File: src/rtl/rtc_serial_pkg.sv
package rtc_serial_pkg;

  typedef enum logic [2:0] {
    ST_OFF  = 3'd0,
    ST_IDLE = 3'd1,
    ST_CMD  = 3'd2,
    ST_TX   = 3'd3,
    ST_RX   = 3'd4
  } rtc_st_e;

  typedef enum logic [1:0] {
    SRC_NONE = 2'd0,
    SRC_STAT = 2'd1,
    SRC_FULL = 2'd2,
    SRC_TIME = 2'd3
  } rtc_src_e;

  localparam logic [7:0] CODE_CLEAR    = 8'h60;
  localparam logic [7:0] CODE_SET_STAT = 8'h62;
  localparam logic [7:0] CODE_GET_STAT = 8'h63;
  localparam logic [7:0] CODE_DATETIME = 8'h65;
  localparam logic [7:0] CODE_TIME     = 8'h67;

  // binary 0..99 to two packed decimal digits
  function automatic logic [7:0] to_bcd(input logic [7:0] v);
    logic [7:0] tens;
    logic [7:0] units;
    tens  = v / 8'd10;
    units = v - tens * 8'd10;
    return {tens[3:0], units[3:0]};
  endfunction

  function automatic logic [7:0] year_two_digit(input logic [7:0] y);
    return y % 8'd100;
  endfunction

  // Sunday(0) -> 6, Monday..Saturday -> 0..5
  function automatic logic [7:0] wday_remap(input logic [2:0] d);
    return (d == 3'd0) ? 8'd6 : {5'd0, d - 3'd1};
  endfunction

endpackage

File: src/rtl/rtc_time_bcd.sv
module rtc_time_bcd
  import rtc_serial_pkg::*;
#(
  parameter int BYTES_FULL  = 7,
  parameter int BYTES_SHORT = 3
) (
  input  logic [7:0]                 tm_year,
  input  logic [3:0]                 tm_mon0,
  input  logic [4:0]                 tm_mday,
  input  logic [2:0]                 tm_wday,
  input  logic [4:0]                 tm_hour,
  input  logic [5:0]                 tm_min,
  input  logic [5:0]                 tm_sec,
  output logic [8*BYTES_FULL-1:0]    full_vec,
  output logic [8*BYTES_SHORT-1:0]   short_vec
);
  logic [7:0] fields [BYTES_FULL];

  always_comb begin
    fields[0] = to_bcd(year_two_digit(tm_year));
    fields[1] = to_bcd({4'd0, tm_mon0} + 8'd1);
    fields[2] = to_bcd({3'd0, tm_mday});
    fields[3] = to_bcd(wday_remap(tm_wday));
    fields[4] = to_bcd({3'd0, tm_hour});
    fields[5] = to_bcd({2'd0, tm_min});
    fields[6] = to_bcd({2'd0, tm_sec});
  end

  // byte i of a reply sits at bits [8i+7:8i]
  for (genvar i = 0; i < BYTES_FULL; i++) begin : g_full
    assign full_vec[8*i +: 8] = fields[i];
  end
  for (genvar j = 0; j < BYTES_SHORT; j++) begin : g_short
    assign short_vec[8*j +: 8] = fields[BYTES_FULL - BYTES_SHORT + j];
  end
endmodule

File: src/rtl/rtc_cmd_decode.sv
module rtc_cmd_decode
  import rtc_serial_pkg::*;
(
  input  logic [7:0] code,
  output logic       known,
  output logic       clear_regs,
  output rtc_st_e    next_st,
  output logic [2:0] nbytes,
  output rtc_src_e   src
);
  always_comb begin
    known      = 1'b1;
    clear_regs = 1'b0;
    next_st    = ST_CMD;
    nbytes     = 3'd0;
    src        = SRC_NONE;
    unique case (code)
      CODE_CLEAR:    begin clear_regs = 1'b1; next_st = ST_IDLE; end
      CODE_SET_STAT: begin next_st = ST_RX; nbytes = 3'd1; end
      CODE_GET_STAT: begin next_st = ST_TX; nbytes = 3'd1; src = SRC_STAT; end
      CODE_DATETIME: begin next_st = ST_TX; nbytes = 3'd7; src = SRC_FULL; end
      CODE_TIME:     begin next_st = ST_TX; nbytes = 3'd3; src = SRC_TIME; end
      default:       known = 1'b0;
    endcase
  end
endmodule

File: src/rtl/rtc_tx_pick.sv
module rtc_tx_pick #(
  parameter int VEC_W = 56,
  parameter int IDX_W = 6
) (
  input  logic [VEC_W-1:0] vec,
  input  logic [IDX_W-1:0] idx,
  output logic             bit_out
);
  localparam int PAD_W = 2 ** IDX_W;
  logic [PAD_W-1:0] padded;
  assign padded  = PAD_W'(vec);
  assign bit_out = padded[idx];
endmodule

File: src/rtl/rtc_serial_port.sv
module rtc_serial_port
  import rtc_serial_pkg::*;
#(
  parameter int          REG_W      = 16,
  parameter int          ADDR_W     = 8,
  parameter int          MAX_BYTES  = 7,
  parameter int          TIME_BYTES = 3,
  parameter logic [7:0]  OFF_LINE   = 8'hC4,
  parameter logic [7:0]  OFF_DIR    = 8'hC6,
  parameter logic [7:0]  OFF_EN     = 8'hC8,
  parameter logic [7:0]  STATUS_RST = 8'h40
) (
  input  logic              clk,
  input  logic              rst_n,
  input  logic              wr_en,
  input  logic [ADDR_W-1:0] wr_addr,
  input  logic [REG_W-1:0]  wr_data,
  input  logic [7:0]        tm_year,
  input  logic [3:0]        tm_mon0,
  input  logic [4:0]        tm_mday,
  input  logic [2:0]        tm_wday,
  input  logic [4:0]        tm_hour,
  input  logic [5:0]        tm_min,
  input  logic [5:0]        tm_sec,
  output logic [REG_W-1:0]  rd_line
);
  localparam int BUF_W  = 8 * MAX_BYTES;
  localparam int CNT_W  = $clog2(BUF_W + 1);
  localparam int TIME_W = 8 * TIME_BYTES;

  rtc_st_e          state_q;
  logic [REG_W-1:0] line_q, dir_q, en_q;
  logic [7:0]       status_q, cmd_q, rxbuf_q;
  logic [CNT_W-1:0] cnt_q;
  logic [2:0]       nbytes_q;
  logic [BUF_W-1:0] txbuf_q;

  // write decode
  logic hit_line, hit_dir, hit_en, path_on;
  assign hit_line = wr_en && (wr_addr == ADDR_W'(OFF_LINE));
  assign hit_dir  = wr_en && (wr_addr == ADDR_W'(OFF_DIR));
  assign hit_en   = wr_en && (wr_addr == ADDR_W'(OFF_EN));
  assign path_on  = en_q[0];

  rtc_st_e st_eff;
  assign st_eff = (state_q == ST_OFF) ? ST_IDLE : state_q;

  // select low freezes the data bit
  logic [REG_W-1:0] line_in;
  assign line_in = line_q[2] ? wr_data : {wr_data[REG_W-1:2], line_q[1], wr_data[0]};

  logic line_go;
  assign line_go = hit_line && path_on;

  // named events
  logic ev_start, cmd_clk, ev_cmd_done;
  logic tx_active, tx_drive, tx_step, ev_tx_end;
  logic rx_active, rx_capture, rx_step, ev_rx_end;

  assign ev_start = line_go && (st_eff == ST_IDLE) &&
                    (line_q == REG_W'(1)) && (line_in == REG_W'(5));

  assign cmd_clk     = line_go && !ev_start && (st_eff == ST_CMD) && line_in[0];
  assign ev_cmd_done = cmd_clk && (cnt_q == '0);

  logic [7:0] cmd_next;
  assign cmd_next = cmd_q | (8'(line_in[1]) << cnt_q[2:0]);

  logic [CNT_W-1:0] cnt_inc, tx_total;
  assign cnt_inc  = cnt_q + CNT_W'(1);
  assign tx_total = CNT_W'({nbytes_q, 3'b000});

  assign tx_active = line_go && !ev_start && (st_eff == ST_TX) && !dir_q[1];
  assign tx_drive  = tx_active && !line_in[0];
  assign tx_step   = tx_active && line_in[0];
  assign ev_tx_end = tx_step && (cnt_inc == tx_total);

  assign rx_active  = line_go && !ev_start && (st_eff == ST_RX) && dir_q[1];
  assign rx_capture = rx_active && !line_in[0];
  assign rx_step    = rx_active && line_in[0];
  assign ev_rx_end  = rx_step && (cnt_inc == CNT_W'(8));

  // command decode
  logic       dec_known, dec_clear;
  rtc_st_e    dec_next;
  logic [2:0] dec_nbytes;
  rtc_src_e   dec_src;

  rtc_cmd_decode u_dec (
    .code       (cmd_next),
    .known      (dec_known),
    .clear_regs (dec_clear),
    .next_st    (dec_next),
    .nbytes     (dec_nbytes),
    .src        (dec_src)
  );

  // time snapshot source
  logic [BUF_W-1:0]  full_vec;
  logic [TIME_W-1:0] short_vec;

  rtc_time_bcd #(.BYTES_FULL(MAX_BYTES), .BYTES_SHORT(TIME_BYTES)) u_bcd (
    .tm_year   (tm_year),
    .tm_mon0   (tm_mon0),
    .tm_mday   (tm_mday),
    .tm_wday   (tm_wday),
    .tm_hour   (tm_hour),
    .tm_min    (tm_min),
    .tm_sec    (tm_sec),
    .full_vec  (full_vec),
    .short_vec (short_vec)
  );

  logic [BUF_W-1:0] load_vec;
  always_comb begin
    unique case (dec_src)
      SRC_STAT: load_vec = BUF_W'(status_q);
      SRC_FULL: load_vec = full_vec;
      SRC_TIME: load_vec = BUF_W'(short_vec);
      default:  load_vec = '0;
    endcase
  end

  // reply bit
  logic tx_bit;
  rtc_tx_pick #(.VEC_W(BUF_W), .IDX_W(CNT_W)) u_pick (
    .vec     (txbuf_q),
    .idx     (cnt_q),
    .bit_out (tx_bit)
  );

  logic [REG_W-1:0] tx_word;
  assign tx_word = {{(REG_W-8){1'b0}}, en_q[7:2], tx_bit, en_q[0]};

  always_ff @(posedge clk) begin
    if (!rst_n) begin
      state_q  <= ST_OFF;
      line_q   <= '0;
      dir_q    <= '0;
      en_q     <= '0;
      status_q <= STATUS_RST;
      cmd_q    <= '0;
      rxbuf_q  <= '0;
      cnt_q    <= '0;
      nbytes_q <= '0;
      txbuf_q  <= '0;
    end else if (hit_line) begin
      if (state_q == ST_OFF) state_q <= ST_IDLE;
      if (path_on) begin
        line_q <= line_in;
        if (ev_start) begin
          state_q <= ST_CMD;
          cmd_q   <= '0;
          cnt_q   <= CNT_W'(7);
        end else if (cmd_clk) begin
          cmd_q <= cmd_next;
          if (ev_cmd_done) begin
            cnt_q <= '0;
            if (dec_clear) begin
              state_q <= ST_IDLE;
              line_q  <= '0;
              dir_q   <= '0;
              en_q    <= '0;
            end else if (dec_known) begin
              state_q  <= dec_next;
              nbytes_q <= dec_nbytes;
              txbuf_q  <= load_vec;
              rxbuf_q  <= '0;
            end
          end else begin
            cnt_q <= cnt_q - CNT_W'(1);
          end
        end else if (tx_drive) begin
          line_q <= tx_word;
        end else if (tx_step) begin
          if (ev_tx_end) begin
            state_q <= ST_IDLE;
            cnt_q   <= '0;
            line_q  <= '0;
            dir_q   <= '0;
            en_q    <= '0;
          end else begin
            cnt_q <= cnt_inc;
          end
        end else if (rx_capture) begin
          rxbuf_q[3'd7 - cnt_q[2:0]] <= line_in[1];
        end else if (rx_step) begin
          if (ev_rx_end) begin
            state_q  <= ST_IDLE;
            status_q <= rxbuf_q;
            cnt_q    <= '0;
          end else begin
            cnt_q <= cnt_inc;
          end
        end
      end else begin
        en_q <= line_in;
      end
    end else if (hit_dir) begin
      dir_q <= wr_data;
    end else if (hit_en) begin
      en_q <= wr_data;
    end
  end

  assign rd_line = line_q;

endmodule

File: config.mk
export PLATFORM = sky130hd
export DESIGN_NAME = rtc_serial_port
export DESIGN_NICKNAME = d
export VERILOG_FILES = /design/src/rtl/rtc_serial_pkg.sv /design/src/rtl/rtc_time_bcd.sv /design/src/rtl/rtc_cmd_decode.sv /design/src/rtl/rtc_tx_pick.sv /design/src/rtl/rtc_serial_port.sv
export SDC_FILE = /design/constraint.sdc
export NUM_CORES = 1
export LEC_CHECK = 0
export CORE_UTILIZATION = 57
export CTS_CLUSTER_DIAMETER = 60
export DETAILED_ROUTE_END_ITERATION = 8
export PLACE_DENSITY = 0.91
export SKIP_CTS_REPAIR_TIMING = 1
export SLEW_MARGIN = 10
export SYNTH_ARGS = -nofsm -noshare
export SYNTH_HDL_FRONTEND = slang
export SYNTH_SLANG_ARGS = --single-unit
File: constraint.sdc
create_clock -name clk -period 6.4 [get_ports clk]
set_clock_uncertainty 0.1 [all_clocks]
set_input_delay 1.92 -clock clk [delete_from_list [all_inputs] [get_ports clk]]
set_output_delay 1.92 -clock clk [all_outputs]
set_load 0.01 [all_outputs]
==> flow_metrics.tcl <==
set metrics [dict create \
    pin_count 80 \
    gp_congestion 0.909 \
    final_common_cell "nand2_1" \
    crit_top_cell "ha_1" \
    hold_ws_ns 0.353 \
    area.sequential_um2 2100 \
    dieWidth_um 112 \
    p_per_area_nw_per_um2 176 \
    ys_seq_area_frac 0.302 \
    async_flop_share 0 \
    clock-sinks 105 \
    r2r_cells 7 \
    cts_tree "built" \
    ys_seq_elements 105 \
    status "finished clean" \
    r2r-start "cnt_q[0]" \
    htreeDepth 3 \
    vias_per_cell 6.51 \
    grt_pass1_vias 6562 \
    place_inst 1078 \
    rows 39 \
    switching_power_uw 346 \
    critPathKind "primary input to flop" \
    syn-num-nets 988 \
    fin_crit_sh 0.872 \
    hpwl_um 13600 \
    path_max_fanout 18 \
    n_antenna_cell 0 \
    crit-reg2reg-capture "en_q[7]" \
    maxCapViolations 0 \
    grt_pass1_wl_um 31900 \
    first_pass_iters 5 \
    reg2reg_slack_ns 2.27 \
    core_um2 11700 \
    vias 7124 \
    start_util 0.596 \
    place_area_um2 7790 \
    clk_path_buf_depth 2 \
    synthCells 899 \
    path_clk_slew_ns 0.07 \
    grt_setup_unrepaired "false" \
    setup_ws_ns 0.822 \
    grt_overflow 0 \
    power_mw 1.43 \
    drtIter0Drc 932 \
    fillCellCount 920 \
    stdcell_area_um2 8110 \
    crit_required_ns 6.50 \
    cp-start-kind "primary input" \
    final-setup-viol-count 0 \
    die_area_um2 12600 \
    drc_errors 0 \
    slew_headroom 0.294 \
    slew_viol_final 0 \
    comb_power_share 0.136 \
    final_cell_mix "125 x nand2_1, 105 x dfxtp_1, 81 x a21oi_1" \
    finalWirelength_um 19500 \
    die_y_um 112 \
    areaGrowthSynthToFinish_pct 16.6 \
    internal_power_mw 1.08 \
    root_buffer "clkbuf_16" \
    min_delay_path_depth 2 \
    insertion_delay_ns 0.35 \
    critPathCaptureType "flop" \
    slowest_delay_ns 0.82 \
    grt_usage 0.312 \
    num-nets-final 1035 \
    drt-wirelength-per-cell_um 17.8 \
    antenna_found_initial 0 \
    sequentialPowerShare 0.457 \
    place.port_buffers 79 \
    fin_crit_ns 5.58 \
    cp_slowest_cell "clkdlybuf4s50_1" \
    synthFlopType "dfxtp_1" \
    peakVddDrop_mv 0.194 \
    final_layout_size_suffix_gt1_frac 0.0662 \
    finalSetupTns_ns 0 \
    clock.fmax_mhz 179 \
    worst_pin_slew_ns 1.03 \
    avgSynthCellArea_um2 7.74 \
    crit_path_cell_trace "clkdlybuf4s50_1, nand2b_1, o21ai_0, a22o_1, or2_2, inv_1, ha_1, nand2_1, nor4_1, a221oi_1, ha_1, fa_1, xnor3_1, o211ai_1, a31oi_1" \
    switching_share 0.242 \
    worstPathArrival_ns 5.68 \
    grt_start_max_net_pins 62 \
    yosys_warnings 0 \
    syn_area_um2 6960 \
    hp-class "flop to flop" \
    instances_no_fill 1094 \
    hold_violations 0 \
    multi_input_area_um2 4480 \
    cts-buffers-inserted 9 \
    min_from "txbuf_q[32]" \
    ys_types 84 \
    synth_edf_count 0 \
    preCtsSetupSlack_ns 0.507 \
    ant_nets 0 \
    p_leak_nw 2.93 \
    min_to "txbuf_q[32]" \
    final_util 0.695 \
    pwr-share-clk 0.407 \
]
[synthesized netlist by cell type (all sizes together) (3+ instances only)]
cell type	number	area, um2
a211o	4	35.0
a211oi	7	57.6
a21boi	5	37.5
a21o	8	60.1
a21oi	82	410
a221oi	12	105
a22o	20	175
a22oi	5	37.5
a31oi	13	81.3
a32o	3	30.0
a32oi	3	26.3
and2	9	56.3
and3	12	75.1
buf	11	66.3
clkbuf	46	175
dfxtp	105	2100
fa	4	80.1
ha	21	263
inv	36	135
mux2	7	78.8
mux2i	19	190
mux4	3	67.6
nand2	125	469
nand2b	15	93.8
nand3	27	140
nand3b	12	90.1
nand4	8	50.1
nor2	73	277
nor2b	12	75.1
nor3	18	105
nor3b	4	35.0
nor4	6	37.5
nor4b	5	43.8
o211ai	15	113
o21a	9	67.6
o21ai	49	249
o221ai	3	26.3
o22ai	12	75.1
o31ai	5	37.5
or3	5	31.3
or3b	5	43.8
xnor2	13	114
xor2	7	61.3
[power groups by stage]
stage / clock network (mW) / registers [mW] / logic [mW]
after floorplan: 0 / 0.668 / 0.113
after global placement: 0 / 0.668 / 0.188
after detailed placement: 0 / 0.668 / 0.192
after CTS: 0.582 / 0.653 / 0.194
after global routing: 0.610 / 0.653 / 0.215
final: 0.582 / 0.653 / 0.195
[kinds of logic (layout without fill, tap and decap cells)]
kind of cell,count (synthesis),after routing,synth area share
flops,105,105,0.302
buf+inv,94,146,0.0547
mux,29,29,0.0484
xor+xnor,21,21,0.0284
simple gates,349,349,0.251
fa+ha+maj,27,27,0.0522
compound gates,274,274,0.263
[sequential cells by signal, indices dropped and copies added (netlist names)]
signal / count
status_q: 8
txbuf_q: 45
cmd_q: 8
rxbuf_q: 8
cnt_q: 6
nbytes_q: 3
en_q: 7
rd_line: 16
dir_q: 1
state_q: 3
[worst max-delay path, delay by kind of cell]
kind	cells	cell delay (ns)
compound gates	5	1.14
buf+inv	2	0.89
simple gates	4	0.67
xor+xnor	1	0.39
fa+ha+maj	3	0.67
[final cells by class]
class                   count  share of cell area
clock buffers              13              0.0333
clock inverters             3             0.00586
inverters                  37              0.0171
multi-input cells         700               0.552
flip-flops and latches    105               0.259
well taps                 143              0.0221
repair buffers             93               0.110
[worst max path at each step]
stage / start / endpoint / slack (ns)
6_report: tm_year[4] / txbuf_q[3] / 0.82
5_1_grt: tm_year[4] / txbuf_q[3] / 0.48
4_1_cts: tm_year[4] / txbuf_q[3] / 0.84
3_5_place_dp: tm_year[4] / txbuf_q[3] / 0.51
3_3_place_gp: tm_year[4] / txbuf_q[3] / 0.67
2_1_floorplan: tm_year[5] / txbuf_q[3] / 0.98
[metal layers]
layer	track usage	part of all wire	up-vias
li1	-	-	3360
met1	0.413	0.42	3317
met2	0.499	0.46	384
met3	0.0670	0.093	63
met4	0.122	0.028	0
met5	0	0	-
No activity file was read; power rests on OpenSTA's default activity.
